**config.mk**
```make
export PLATFORM = sky130hd
export DESIGN_NAME = cyc1_ctrl_decoder
export DESIGN_NICKNAME = d
export VERILOG_FILES = /design/src/rtl/cyc1_ctrl_pkg.sv /design/src/rtl/cyc1_ctrl_classify.sv /design/src/rtl/cyc1_ctrl_alu_map.sv /design/src/rtl/cyc1_ctrl_branch_eval.sv /design/src/rtl/cyc1_ctrl_decoder.sv
export SDC_FILE = /design/constraint.sdc
export NUM_CORES = 1
export LEC_CHECK = 0
export ABC_AREA = 1
export BUFFER_PORTS_ARGS = -buffer_cell sky130_fd_sc_hd__buf_2
export CAP_MARGIN = 20
export CORE_MARGIN = 4
export CORE_UTILIZATION = 25
export DETAILED_ROUTE_END_ITERATION = 10
export GPL_ROUTABILITY_DRIVEN = 0
export MAX_ROUTING_LAYER = met4
export PLACE_DENSITY = 0.7
export SLEW_MARGIN = 20
export SYNTH_ARGS = -nofsm -noshare
export SYNTH_HDL_FRONTEND = slang
export SYNTH_HIERARCHICAL = 1
export SYNTH_SLANG_ARGS = --single-unit
export TNS_END_PERCENT = 20
```
**constraint.sdc**
```tcl
create_clock -name vclk -period 2.6
set_input_delay 0.39 -clock vclk [all_inputs]
set_output_delay 0.39 -clock vclk [all_outputs]
set_load 0.1 [all_outputs]
```
**src/rtl/cyc1_ctrl_pkg.sv**
```systemverilog
package cyc1_ctrl_pkg;

   typedef enum logic [6:0] {
      OPC_REG    = 7'b0110011,
      OPC_IMM    = 7'b0010011,
      OPC_LOAD   = 7'b0000011,
      OPC_STORE  = 7'b0100011,
      OPC_BRANCH = 7'b1100011,
      OPC_JUMP   = 7'b1101111,
      OPC_JIND   = 7'b1100111
   } opcode_e;

   typedef enum logic [2:0] {
      CLS_NONE,
      CLS_REG,
      CLS_IMM,
      CLS_LOAD,
      CLS_STORE,
      CLS_BRANCH,
      CLS_JUMP,
      CLS_JIND
   } ins_class_e;

   typedef enum logic [1:0] {
      IMM_I = 2'd0,
      IMM_S = 2'd1,
      IMM_B = 2'd2,
      IMM_J = 2'd3
   } imm_fmt_e;

   typedef enum logic [3:0] {
      ALU_ADD  = 4'd0,
      ALU_SUB  = 4'd1,
      ALU_SLL  = 4'd2,
      ALU_SLT  = 4'd3,
      ALU_SLTU = 4'd4,
      ALU_XOR  = 4'd5,
      ALU_SRL  = 4'd6,
      ALU_SRA  = 4'd7,
      ALU_OR   = 4'd8,
      ALU_AND  = 4'd9
   } alu_op_e;

   typedef enum logic [1:0] {
      WB_MEM  = 2'd0,
      WB_ALU  = 2'd1,
      WB_LINK = 2'd2
   } wb_src_e;

   localparam int unsigned INST_W   = 32;
   localparam int unsigned ALU_CODE_W = 4;

   localparam logic [2:0] F3_WORD   = 3'b010;
   localparam logic [2:0] F3_ADDSUB = 3'b000;
   localparam logic [2:0] F3_SHR    = 3'b101;
   localparam logic [6:0] F7_BASE   = 7'b0000000;
   localparam logic [6:0] F7_ALT    = 7'b0100000;

   typedef struct packed {
      imm_fmt_e imm_fmt;
      logic     rf_we;
      logic     opb_imm;
      logic     opa_pc;
      logic     dmem_we;
      wb_src_e  wb_src;
      logic     uses_alu_map;
      logic     is_branch;
      logic     always_jump;
   } ctrl_word_t;

endpackage

```
**src/rtl/cyc1_ctrl_classify.sv**
```systemverilog
module cyc1_ctrl_classify
   import cyc1_ctrl_pkg::*;
#(
   parameter bit STRICT_FUNCT7 = 1'b1
) (
   input  logic [INST_W-1:0] inst_i,
   output ins_class_e        cls_o
);

   logic [6:0] opc;
   logic [2:0] f3;
   logic [6:0] f7;
   logic       reg_ok;

   assign opc = inst_i[6:0];
   assign f3  = inst_i[14:12];
   assign f7  = inst_i[31:25];

   generate
      if (STRICT_FUNCT7) begin : g_strict
         assign reg_ok = (f7 == F7_BASE) ||
                         ((f7 == F7_ALT) && ((f3 == F3_ADDSUB) || (f3 == F3_SHR)));
      end else begin : g_lenient
         assign reg_ok = 1'b1;
      end
   endgenerate

   always_comb begin
      cls_o = CLS_NONE;
      unique case (opc)
         OPC_REG:    cls_o = reg_ok ? CLS_REG : CLS_NONE;
         OPC_IMM:    cls_o = CLS_IMM;
         OPC_LOAD:   cls_o = (f3 == F3_WORD) ? CLS_LOAD : CLS_NONE;
         OPC_STORE:  cls_o = (f3 == F3_WORD) ? CLS_STORE : CLS_NONE;
         OPC_BRANCH: cls_o = CLS_BRANCH;
         OPC_JUMP:   cls_o = CLS_JUMP;
         OPC_JIND:   cls_o = (f3 == 3'b000) ? CLS_JIND : CLS_NONE;
         default:    cls_o = CLS_NONE;
      endcase
   end

endmodule

```
**src/rtl/cyc1_ctrl_alu_map.sv**
```systemverilog
module cyc1_ctrl_alu_map
   import cyc1_ctrl_pkg::*;
(
   input  ins_class_e cls_i,
   input  logic [2:0] f3_i,
   input  logic       bit30_i,
   output alu_op_e    op_o
);

   logic alt;

   // Register-register: bit 30 picks SUB/SRA; immediate form: only SRA.
   assign alt = (cls_i == CLS_REG) ? bit30_i
                                   : ((f3_i == F3_SHR) && bit30_i);

   always_comb begin
      op_o = ALU_ADD;
      if ((cls_i == CLS_REG) || (cls_i == CLS_IMM)) begin
         unique case (f3_i)
            3'b000: op_o = alt ? ALU_SUB : ALU_ADD;
            3'b001: op_o = ALU_SLL;
            3'b010: op_o = ALU_SLT;
            3'b011: op_o = ALU_SLTU;
            3'b100: op_o = ALU_XOR;
            3'b101: op_o = alt ? ALU_SRA : ALU_SRL;
            3'b110: op_o = ALU_OR;
            3'b111: op_o = ALU_AND;
            default: op_o = ALU_ADD;
         endcase
      end
   end

endmodule

```
**src/rtl/cyc1_ctrl_branch_eval.sv**
```systemverilog
module cyc1_ctrl_branch_eval
   import cyc1_ctrl_pkg::*;
(
   input  logic       enable_i,
   input  logic [2:0] f3_i,
   input  logic       eq_i,
   input  logic       lt_i,
   output logic       taken_o,
   output logic       unsigned_o
);

   logic cond;

   // f3[2]=0: equality tests, f3[2]=1: ordering tests; f3[0] inverts.
   always_comb begin
      cond = 1'b0;
      unique case (f3_i)
         3'b000, 3'b001:                 cond = eq_i ^ f3_i[0];
         3'b100, 3'b101, 3'b110, 3'b111: cond = lt_i ^ f3_i[0];
         default:                        cond = 1'b0;
      endcase
   end

   assign taken_o    = enable_i && cond;
   assign unsigned_o = enable_i && f3_i[2] && f3_i[1];

endmodule

```
**src/rtl/cyc1_ctrl_decoder.sv**
```systemverilog
module cyc1_ctrl_decoder
   import cyc1_ctrl_pkg::*;
#(
   parameter int unsigned ALU_SEL_W     = 4,
   parameter bit          STRICT_FUNCT7 = 1'b1
) (
   input  logic [31:0]          inst_i,
   input  logic                 cmp_eq_i,
   input  logic                 cmp_lt_i,
   output logic [1:0]           imm_fmt_o,
   output logic                 rf_we_o,
   output logic                 opb_imm_o,
   output logic                 opa_pc_o,
   output logic [ALU_SEL_W-1:0] alu_op_o,
   output logic                 cmp_unsigned_o,
   output logic                 dmem_we_o,
   output logic [1:0]           wb_src_o,
   output logic                 pc_jump_o
);

   localparam int unsigned PAD_W = (ALU_SEL_W > ALU_CODE_W) ? ALU_SEL_W - ALU_CODE_W : 1;

   generate
      if (ALU_SEL_W < ALU_CODE_W) begin : g_bad_width
         $error("ALU_SEL_W must hold every ALU operation code");
      end
   endgenerate

   ins_class_e cls;
   alu_op_e    alu_op;
   ctrl_word_t cw;
   logic       br_taken;
   logic       br_unsigned;

   cyc1_ctrl_classify #(
      .STRICT_FUNCT7 (STRICT_FUNCT7)
   ) u_classify (
      .inst_i (inst_i),
      .cls_o  (cls)
   );

   cyc1_ctrl_alu_map u_alu_map (
      .cls_i   (cls),
      .f3_i    (inst_i[14:12]),
      .bit30_i (inst_i[30]),
      .op_o    (alu_op)
   );

   cyc1_ctrl_branch_eval u_branch (
      .enable_i   (cls == CLS_BRANCH),
      .f3_i       (inst_i[14:12]),
      .eq_i       (cmp_eq_i),
      .lt_i       (cmp_lt_i),
      .taken_o    (br_taken),
      .unsigned_o (br_unsigned)
   );

   // Per-class control word; the default entry is the safe no-op.
   always_comb begin
      cw = '{imm_fmt: IMM_I, rf_we: 1'b0, opb_imm: 1'b0, opa_pc: 1'b0,
             dmem_we: 1'b0, wb_src: WB_ALU, uses_alu_map: 1'b0,
             is_branch: 1'b0, always_jump: 1'b0};
      unique case (cls)
         CLS_REG: begin
            cw.rf_we        = 1'b1;
            cw.uses_alu_map = 1'b1;
         end
         CLS_IMM: begin
            cw.rf_we        = 1'b1;
            cw.opb_imm      = 1'b1;
            cw.uses_alu_map = 1'b1;
         end
         CLS_LOAD: begin
            cw.rf_we   = 1'b1;
            cw.opb_imm = 1'b1;
            cw.wb_src  = WB_MEM;
         end
         CLS_STORE: begin
            cw.imm_fmt = IMM_S;
            cw.opb_imm = 1'b1;
            cw.dmem_we = 1'b1;
         end
         CLS_BRANCH: begin
            cw.imm_fmt   = IMM_B;
            cw.opb_imm   = 1'b1;
            cw.opa_pc    = 1'b1;
            cw.is_branch = 1'b1;
         end
         CLS_JUMP: begin
            cw.imm_fmt     = IMM_J;
            cw.rf_we       = 1'b1;
            cw.opb_imm     = 1'b1;
            cw.opa_pc      = 1'b1;
            cw.wb_src      = WB_LINK;
            cw.always_jump = 1'b1;
         end
         CLS_JIND: begin
            cw.rf_we       = 1'b1;
            cw.opb_imm     = 1'b1;
            cw.wb_src      = WB_LINK;
            cw.always_jump = 1'b1;
         end
         default: ;
      endcase
   end

   assign imm_fmt_o      = cw.imm_fmt;
   assign rf_we_o        = cw.rf_we;
   assign opb_imm_o      = cw.opb_imm;
   assign opa_pc_o       = cw.opa_pc;
   assign dmem_we_o      = cw.dmem_we;
   assign wb_src_o       = cw.wb_src;
   assign cmp_unsigned_o = br_unsigned;
   assign pc_jump_o      = cw.always_jump || (cw.is_branch && br_taken);

   generate
      if (ALU_SEL_W > ALU_CODE_W) begin : g_wide
         logic [PAD_W-1:0] pad;
         assign pad      = '0;
         assign alu_op_o = {pad, (cw.uses_alu_map ? alu_op : ALU_ADD)};
      end else begin : g_exact
         assign alu_op_o = cw.uses_alu_map ? alu_op : ALU_ADD;
      end
   endgenerate

endmodule

```
# --- Word-level counts from Yosys, hierarchy flattened ---
# Index checks and enable logic that the tools add are counted.
word_totals:
  regBits: 0
  mem_bits_rw: 0
  mem_count: 0
  romBits: 0
  latchBits: 0
op_classes:
  shift: 0
  n_eq_ne: 22
  bitwise_logic: 2
  magnitude_cmp: 0
  n_reduce_logical: 19
  muxes: 21
  multipliers: 0
  add_sub_neg: 0
  div_mod_pow: 0
op_table:
  columns: ["cell", "count"]
  rows:
  - ["$pmux W4 S8", 1]
  - ["$eq A3 B3 Y1 const B", 8]
  - ["$eq A7 B6 Y1 const B", 3]
  - ["$eq A7 B7 Y1 const B", 3]
  - ["$pmux W3 S7", 1]
  - ["$eq A3 B2 Y1 const B", 4]
  - ["$mux W1", 11]
  - ["$mux W4", 2]
  - ["$reduce_or A2 Y1", 4]
  - ["$eq A7 B2 Y1 const B", 1]
  - ["$eq A7 B5 Y1 const B", 1]
  - ["$logic_not A7 Y1", 1]
  - ["$eq A3 B1 Y1 const B", 2]
  - ["$logic_and A1 B1 Y1", 6]
  - ["$mux W3", 2]
  - ["$pmux W2 S3", 1]
  - ["$reduce_or A6 Y1", 1]
  - ["$reduce_or A5 Y1", 1]
  - ["$logic_or A1 B1 Y1", 4]
  - ["$pmux W2 S2", 1]
  - ["$reduce_or A4 Y1", 1]
  - ["$logic_not A3 Y1", 1]
  - ["$mux W2", 1]
  - ["$pmux W1 S2", 1]
  - ["$xor A1 B1 Y1", 2]

# --- Longest topological paths before layout ---
# Gate-level depths: netlist (run 1).
logic_depth:
  depth_word: 12
  mapped_depth: 15
  mapped_depth_nobuf: 15

# --- Cells and area by module ---
# The synthesis (run 1) kept the hierarchy.
modules_own_cells:
  columns: ["mod", "area_per_inst_um2", "n_inst", "seq_area_each_um2", "cells_per_inst"]
  rows:
  - ["cyc1_ctrl_classify", 205.2, 1, 0.0, 45]
  - ["cyc1_ctrl_decoder", 142.6, 1, 0.0, 30]
  - ["cyc1_ctrl_alu_map", 126.4, 1, 0.0, 28]
  - ["cyc1_ctrl_branch_eval", 52.6, 1, 0.0, 12]

# --- Least setup slack after synthesis (run 1) ---
# OpenSTA, ideal clock, no wires.
synth_timing:
  kind: "input port to output port"
  start: "in inst_i[1]"
  end: "out dmem_we_o"
  cell_stages: 6
  path_slack_ns: -0.887
  t_arrival_ns: 3.097
  path_cell_list: "nand2_1 -> nor3b_1 -> nand3_2 -> nand3_1 -> inv_1 -> nor3_1"
synth_via:
  elab_chain_cells: 4
synth_lines:
  columns: ["item", "line", "rtl"]
  rows:
  - ["start, declared", "cyc1_ctrl_decoder.sv:7", "input logic [31:0] inst_i,"]
  - ["$eq A7 B7 Y1 (tied with other cells)", "cyc1_ctrl_classify.sv:30", "unique case (opc)"]
  - ["$pmux W3 S7 (*)", "cyc1_ctrl_classify.sv:30", null]
  - ["named net cls[2]", "cyc1_ctrl_decoder.sv:29", "ins_class_e cls;"]
  - ["$eq A3 B3 Y1 (*)", "cyc1_ctrl_decoder.sv:63", "unique case (cls)"]
  - ["$mux W1 (*)", "cyc1_ctrl_decoder.sv:63", null]
  - ["end, declared", "cyc1_ctrl_decoder.sv:16", "output logic dmem_we_o,"]
# Mark *: on every way through the listed nets, which the timed path passes. The rest lies on a longest branch.

# --- Final worst setup path (run 1) ---
layout_timing:
  start: "in inst_i[14]"
  end: "out alu_op_o[2]"
layout_rtl:
  columns: ["item", "line", "rtl"]
  rows:
  - ["$eq A3 B2 Y1 / $logic_not A3 Y1 (equally long branches)", "cyc1_ctrl_classify.sv:33, cyc1_ctrl_classify.sv:37", null]
  - ["$mux W2 / $mux W3 (equally long branches)", "cyc1_ctrl_classify.sv:33, cyc1_ctrl_classify.sv:37", null]
  - ["$pmux W3 S7 (*)", "cyc1_ctrl_classify.sv:30", null]
  - ["named net cls[1]", "cyc1_ctrl_decoder.sv:29", null]
  - ["$eq A3 B1 Y1 / $eq A3 B2 Y1 (equally long branches)", "cyc1_ctrl_alu_map.sv:18", "if ((cls_i == CLS_REG) || (cls_i == CLS_IMM)) begin"]
  - ["$logic_or A1 B1 Y1 (*)", "cyc1_ctrl_alu_map.sv:18", null]
  - ["$mux W4 (*)", "cyc1_ctrl_alu_map.sv:18", null]
  - ["named net alu_op[2]", "cyc1_ctrl_decoder.sv:30", "alu_op_e alu_op;"]
  - ["$mux W4 (*)", "cyc1_ctrl_decoder.sv:122", "assign alu_op_o = cw.uses_alu_map ? alu_op : ALU_ADD;"]
  - ["end, declared", "cyc1_ctrl_decoder.sv:14", "output logic [ALU_SEL_W-1:0] alu_op_o,"]
# Marked as above.

==> metrics.yaml, run 1 <==
min_path:
  min_from: "inst_i[13]"
  worstHoldEndpoint: "cmp_unsigned_o"
  holdCritPathClass: "primary input to output pin"
  whs_path_depth: 4
sta:
  maxSlewViolCount: 0
  tns_ns: 0
  period_needed_ns: 2.38
  setup_viol: 0
  hold_viol_final: 0
  fin_crit_sh: 0.917
  rsz0062_at_grt: "false"
  timing.final.ws_setup_ns: 0.216
  relSlewSlack: 0.677
  clock.fmax_mhz: 420
  tightest_slew_ns: 0.489
floorplan:
  die_h_um: 53.9
  io_pins: 48
  rows: 16
  die_area_sq_um: 2910
  initial_utilization: 0.266
  core-area_sq_um: 1980
  die_w_um: 53.9
placed_design:
  pre_cts_ws_ns: 0.179
  place_hpwl_mm: 1.22
  io_buffers: 33
  placedCellCount: 174
route:
  num_vias: 728
  routed_wl_mm: 1.37
  avgRoutedWirePerCell_um: 7.89
  ant_nets: 0
  post_drt_via_cell_ratio: 4.18
  remaining_drc_errors: 0
  first_pass_iters: 4
  first_iter_violations: 14
logic_synthesis:
  synth_warnings: 6
  avgSynthCellArea_sq_um: 4.58
  synth_top_area_cell: "nand2_1"
  yosysSeqAreaShare: 0
  synth_cell_type_count: 18
  synth.top_cells.by_area: "nand2_1 (19%), inv_1 (18%), nand3_1 (14%)"
  syn_area_sq_um: 527
  synth_fp_nets: 149
  syn_inst: 115
  synth_most_common_cell: "nand2_1"
  synth.top_cells.by_count: "nand2_1 (27), inv_1 (25), nand3_1 (15)"
  netlist.area_leader.share: 0.192
pwr:
  switching_power_mw: 0.0425
  p_total_mw: 0.0675
  p_clk_frac: 0
  powerDensity_nw_per_um2: 75.5
  p_comb_frac: 1.000
  intPower_mw: 0.0250
  max-vdd-ir-drop_uv: 46.5
  swShare: 0.629
  p_leak_nw: 0.488
  pwr-share-seq: 0
setup_path:
  cpPeakStageDelay_ns: 0.19
  crit_type: "primary input to output pin"
  cpMostUsedCell: "inv_1"
  worstPathArrival_ns: 1.99
  slowest_stage: "buf_12"
  cp_max_fo: 8
  crit_required_ns: 2.21
  cp-end-kind: "output pin"
  crit_path_start_kind: "primary input"
  cp_cell_sequence: "buf_2, inv_1, nand3_1, inv_1, nand3_2, nand3_1, inv_1, nand2_1, a21oi_2, inv_1, a21oi_1, inv_1, a21oi_2, buf_12"
clock_tree:
  post-cts-setup-buffer-count: 0
  ctsHoldBuffers: 0
global_route:
  gr-total-overflow: 0
  track_usage: 0.0980
  grt_max_degree: 11
  antenna_found_initial: 0
  grt_pass1_wl_mm: 2.26
  grt_pass1_vias: 597
final_layout:
  syn2layout_area_growth_pct: 69.8
  nFlopsAndLatches: 0
  drive_gt1_frac: 0.408
  post-route-util: 0.451
  antennaDiodeCount: 0
  final_cells: 174
  clock_buffers: 0
  fin_nets: 183
  regArea_sq_um: 0
outcome:
  outcome: "completed"
run:
  drv_cap: 0
## cells in the final DEF (no fill, tap or decap), types with 3 or more instances in the layout
master / instances
buf_2: 23
nor2_2: 3
nand3_1: 14
nor2_1: 12
inv_1: 25
buf_4: 3
buf_12: 9
a21oi_1: 3
inv_2: 6
a21oi_2: 6
nand2_1: 27
## layer usage
layer / vias to the layer above / global-route usage / wire (um)
met5: - / - / 0
met4: 0 / 0.00851 / 0
met3: 0 / 0.00554 / 82
met2: 16 / 0.171 / 673
met1: 298 / 0.127 / 616
li1: 414 / - / -
## metrics by stage
step           hold WS (ns)  cell area [sq um]
3_3_place_gp           1.22                880
4_1_cts                1.23                880
6_report               1.23                895
3_5_place_dp           1.23                880
5_1_grt                1.27                895
2_1_floorplan          1.02                553
## worst max-delay path: cells and delay by family
kind	cells	cell delay (ns)
AO/OA/AOI/OAI	3	0.46
buffers and inverters	7	0.72
AND/OR/NAND/NOR	4	0.41
## power groups by stage
stage | sequential [mW] | combinational (mW) | clock [mW]
after floorplan | 0 | 0.0386 | 0
after global placement | 0 | 0.0656 | 0
after detailed placement | 0 | 0.0664 | 0
after CTS | 0 | 0.0666 | 0
after global routing | 0 | 0.0765 | 0
final | 0 | 0.0675 | 0
## layout make-up
| cell class | instances | area, sq um |
|---|---|---|
| Multi-Input combinational cell | 80 | 419 |
| Tap cell | 27 | 33.8 |
| Inverter | 31 | 116 |
| Fill cell | 206 | 1090 |
| Timing Repair Buffer | 36 | 325 |
## how the worst max path moves through the flow
stage,from,to,slack (ns),depth (start not counted)
after CTS,inst_i[1],pc_jump_o,0.17,14
after floorplan,inst_i[1],imm_fmt_o[1],-0.20,7
after global placement,inst_i[12],pc_jump_o,0.22,17
after detailed placement,inst_i[1],pc_jump_o,0.18,14
after global routing,inst_i[13],pc_jump_o,0.02,15
final,inst_i[14],alu_op_o[2],0.22,14
## what timing repair did
item,CTS,global route
gates resized for setup,0,4
endpoints found under the hold margin,0,0
endpoints found under the setup margin,0,3
## cell families (layout without fill, tap and decap cells)
kind of cell	count (synthesis)	count (layout)	synth area share
buffers and inverters	35	67	0.278
AOI/OAI and AO/OA	13	13	0.138
and+or+nand+nor	67	67	0.584
Note: power is estimated with default switching activity, not from simulation.
==> inputs of run 2 (changes only) <==
--- a/config.mk
+++ b/config.mk
@@ -5,7 +5,6 @@
 export SDC_FILE = /design/constraint.sdc
 export NUM_CORES = 1
 export LEC_CHECK = 0
-export ABC_AREA = 1
 export BUFFER_PORTS_ARGS = -buffer_cell sky130_fd_sc_hd__buf_2
 export CAP_MARGIN = 20
 export CORE_MARGIN = 4
@@ -13,10 +12,10 @@
 export DETAILED_ROUTE_END_ITERATION = 10
 export GPL_ROUTABILITY_DRIVEN = 0
 export MAX_ROUTING_LAYER = met4
-export PLACE_DENSITY = 0.7
+export PLACE_DENSITY = 0.74
 export SLEW_MARGIN = 20
 export SYNTH_ARGS = -nofsm -noshare
 export SYNTH_HDL_FRONTEND = slang
 export SYNTH_HIERARCHICAL = 1
 export SYNTH_SLANG_ARGS = --single-unit
-export TNS_END_PERCENT = 20
+export TNS_END_PERCENT = 30
==> metrics.yaml, run 2 <==
outcome:
  outcome: "complete, but fails checks"
  violations: "negative setup slack"
setup_path:
  crit_path_start_kind: "primary input"
  cp-end-kind: "output pin"
  crit_type: "primary input to output pin"
  cp_max_fo: 4  # -4
  crit_required_ns: 2.21  # about the same
  worstPathArrival_ns: 2.28  # +0.29 ns
final_layout:
  nFillCells: 109  # -47%
  antennaDiodeCount: 0  # unchanged
  fin_nets: 148  # -19%
  syn2layout_area_growth_pct: 159
  nFlopsAndLatches: 0  # unchanged
  clock_buffers: 0  # unchanged
  drive_gt1_frac: 0.688  # +0.279
  regArea_sq_um: 0  # unchanged
  layout_common_cells: "buf_4 (19), buf_2 (15), buf_12 (14), nor2_1 (7), nor3b_4 (5)"
  layout_commonest_cell: "buf_4"
placed_design:
  pre_cts_ws_ns: -0.0900  # -0.269 ns
  io_buffers: 33  # unchanged
  place_hpwl_mm: 1.39  # +14%
pwr:
  max-vdd-ir-drop_uv: 77.5  # +67%
  p_leak_nw: 0.436  # -11%
  powerDensity_nw_per_um2: 79.8  # +5.7%
  p_total_mw: 0.0878  # +30%
logic_synthesis:
  avgSynthCellArea_sq_um: 6.45  # +41%
  synth_top_area_cell: "nor3b_1"
  synth_cell_type_count: 30  # +12
  synth_most_common_cell: "nor2_1"
  synth.top_cells.by_count: "nor2_1 (11), nor3b_1 (7), a21oi_1 (5)"
  synth_warnings: 6  # unchanged
  synth.top_cells.by_area: "nor3b_1 (12%), nor2_1 (9.7%), xor2_1 (8.2%)"
  synth_fp_nets: 100  # -33%
  syn_area_sq_um: 425  # -19%
  netlist.area_leader.share: 0.124  # -0.0689
  yosysSeqAreaShare: 0  # unchanged
  syn_inst: 66  # -43%
sta:
  tightest_slew_ns: 0.455  # -0.0335 ns
  clock.fmax_mhz: 375  # -11%
  setup_viol: 5  # +5
  relSlewSlack: 0.695  # +0.0180
  maxSlewViolCount: 0  # unchanged
  hold_viol_final: 0  # unchanged
  fin_crit_sh: 1.03  # +0.110
  timing.final.ws_setup_ns: -0.0690  # -0.285 ns
  rsz0062_at_grt: "true"
  period_needed_ns: 2.67  # +0.285 ns
  tns_ns: -0.199  # -0.199 ns
run:
  drv_cap: 0  # unchanged
route:
  post_drt_via_cell_ratio: 5.17  # +24%
  first_pass_iters: 3  # -1
  first_iter_violations: 9  # -5
  remaining_drc_errors: 0  # unchanged
  met3WireLength_um: 101  # +23%
  avgRoutedWirePerCell_um: 14.2  # +80%
  num_vias: 662  # -9.1%
  wl_met2_um: 946  # +41%
  routed.top_layer: "met4"
  wirelength_met1_um: 709  # +15%
  routed_wl_mm: 1.82  # +33%
  ant_nets: 0  # unchanged
min_path:
  whs_path_depth: 4  # unchanged
  holdCritPathClass: "primary input to output pin"
floorplan:
  initial_utilization: 0.273  # +0.00709
  rows: 14  # -2
  die_area_sq_um: 2430  # -17%
  die_h_um: 49.3  # -8.6%
  core-area_sq_um: 1560  # -21%
  io_pins: 48  # unchanged
  die_w_um: 49.3  # -8.6%
global_route:
  antenna_found_initial: 0  # unchanged
  grt_pass1_wl_mm: 2.73  # +21%
  grt_max_degree: 11  # unchanged
  track_usage: 0.141  # +0.0425
  grt_pass1_vias: 614  # +2.8%
  gr-total-overflow: 0  # unchanged
clock_tree:
  ctsHoldBuffers: 0  # unchanged
[run 2: cell count changes in the layout (fill, tap and decap cells not counted), moves of 4 or more]
cell     delta
inv_2       -5
buf_12      +5
nand2_1    -25
nor2_1      -5
xor2_1      +4
nor3b_4     +5
a21oi_2     -5
buf_2       -8
buf_4      +16
inv_1      -22
nand3_1    -12
[run 2: path summary, 6_finish.rpt]
kind	slack [ns]	end	start
hold / removal	1.41	cmp_unsigned_o	inst_i[14]
setup / recovery	-0.07	alu_op_o[0]	inst_i[26]
[run 2: logic make-up (layout without fill, tap and decap cells)]
family	Yosys count	in the layout	synth area share
AND/OR/NAND/NOR	35	35	0.506
AO/OA/AOI/OAI	17	17	0.274
buffers and inverters	9	55	0.118
XOR/XNOR	5	5	0.103
[run 2: where the power goes]
part	total (mW)	leakage, nW	internal (mW)	switching [mW]
registers	0	0	0	0
logic	0.0878	0.436	0.0392	0.0486
clock network	0	0	0	0
total	0.0878	0.436	0.0392	0.0486
[run 2: through the flow]
stage               hold slack, ns  area [sq um]  utilization  cells
detailed placement            1.40          1000        0.643    125
finish                        1.41          1100        0.705    128
global placement              1.39          1000        0.643    125
CTS                           1.40          1030        0.659    125
floorplan                     1.07           533            -     66
global route                  1.42          1100        0.705    128
[run 2: worst max-delay path, cell delays in order]
cell and delay [ns]:
buf_6 0.09, nor4_4 0.25, nand4_1 0.14, nor4b_2 0.23
a311o_2 0.20, a311oi_1 0.15, a2111oi_4 0.35, nor3b_4 0.27
buf_12 0.20
[run 2: final cells by class]
type	count	area (sq um)	area share
multi-input combinational	57	533	0.485
inverter	4	15.0	0.0137
timing repair buffer	51	532	0.484
tap	16	20.0	0.0182
[run 2: per-layer routing]
layer,vias to the layer above,track usage
met5,-,-
met4,0,0.0521
met3,6,0.0183
met2,21,0.243
met1,302,0.163
li1,333,-
[run 2: timing repair]
action                     CTS  global route
setup buffers                0             3
gates resized for setup      6            11
setup endpoints to repair    5             7
pin swaps                    1             8
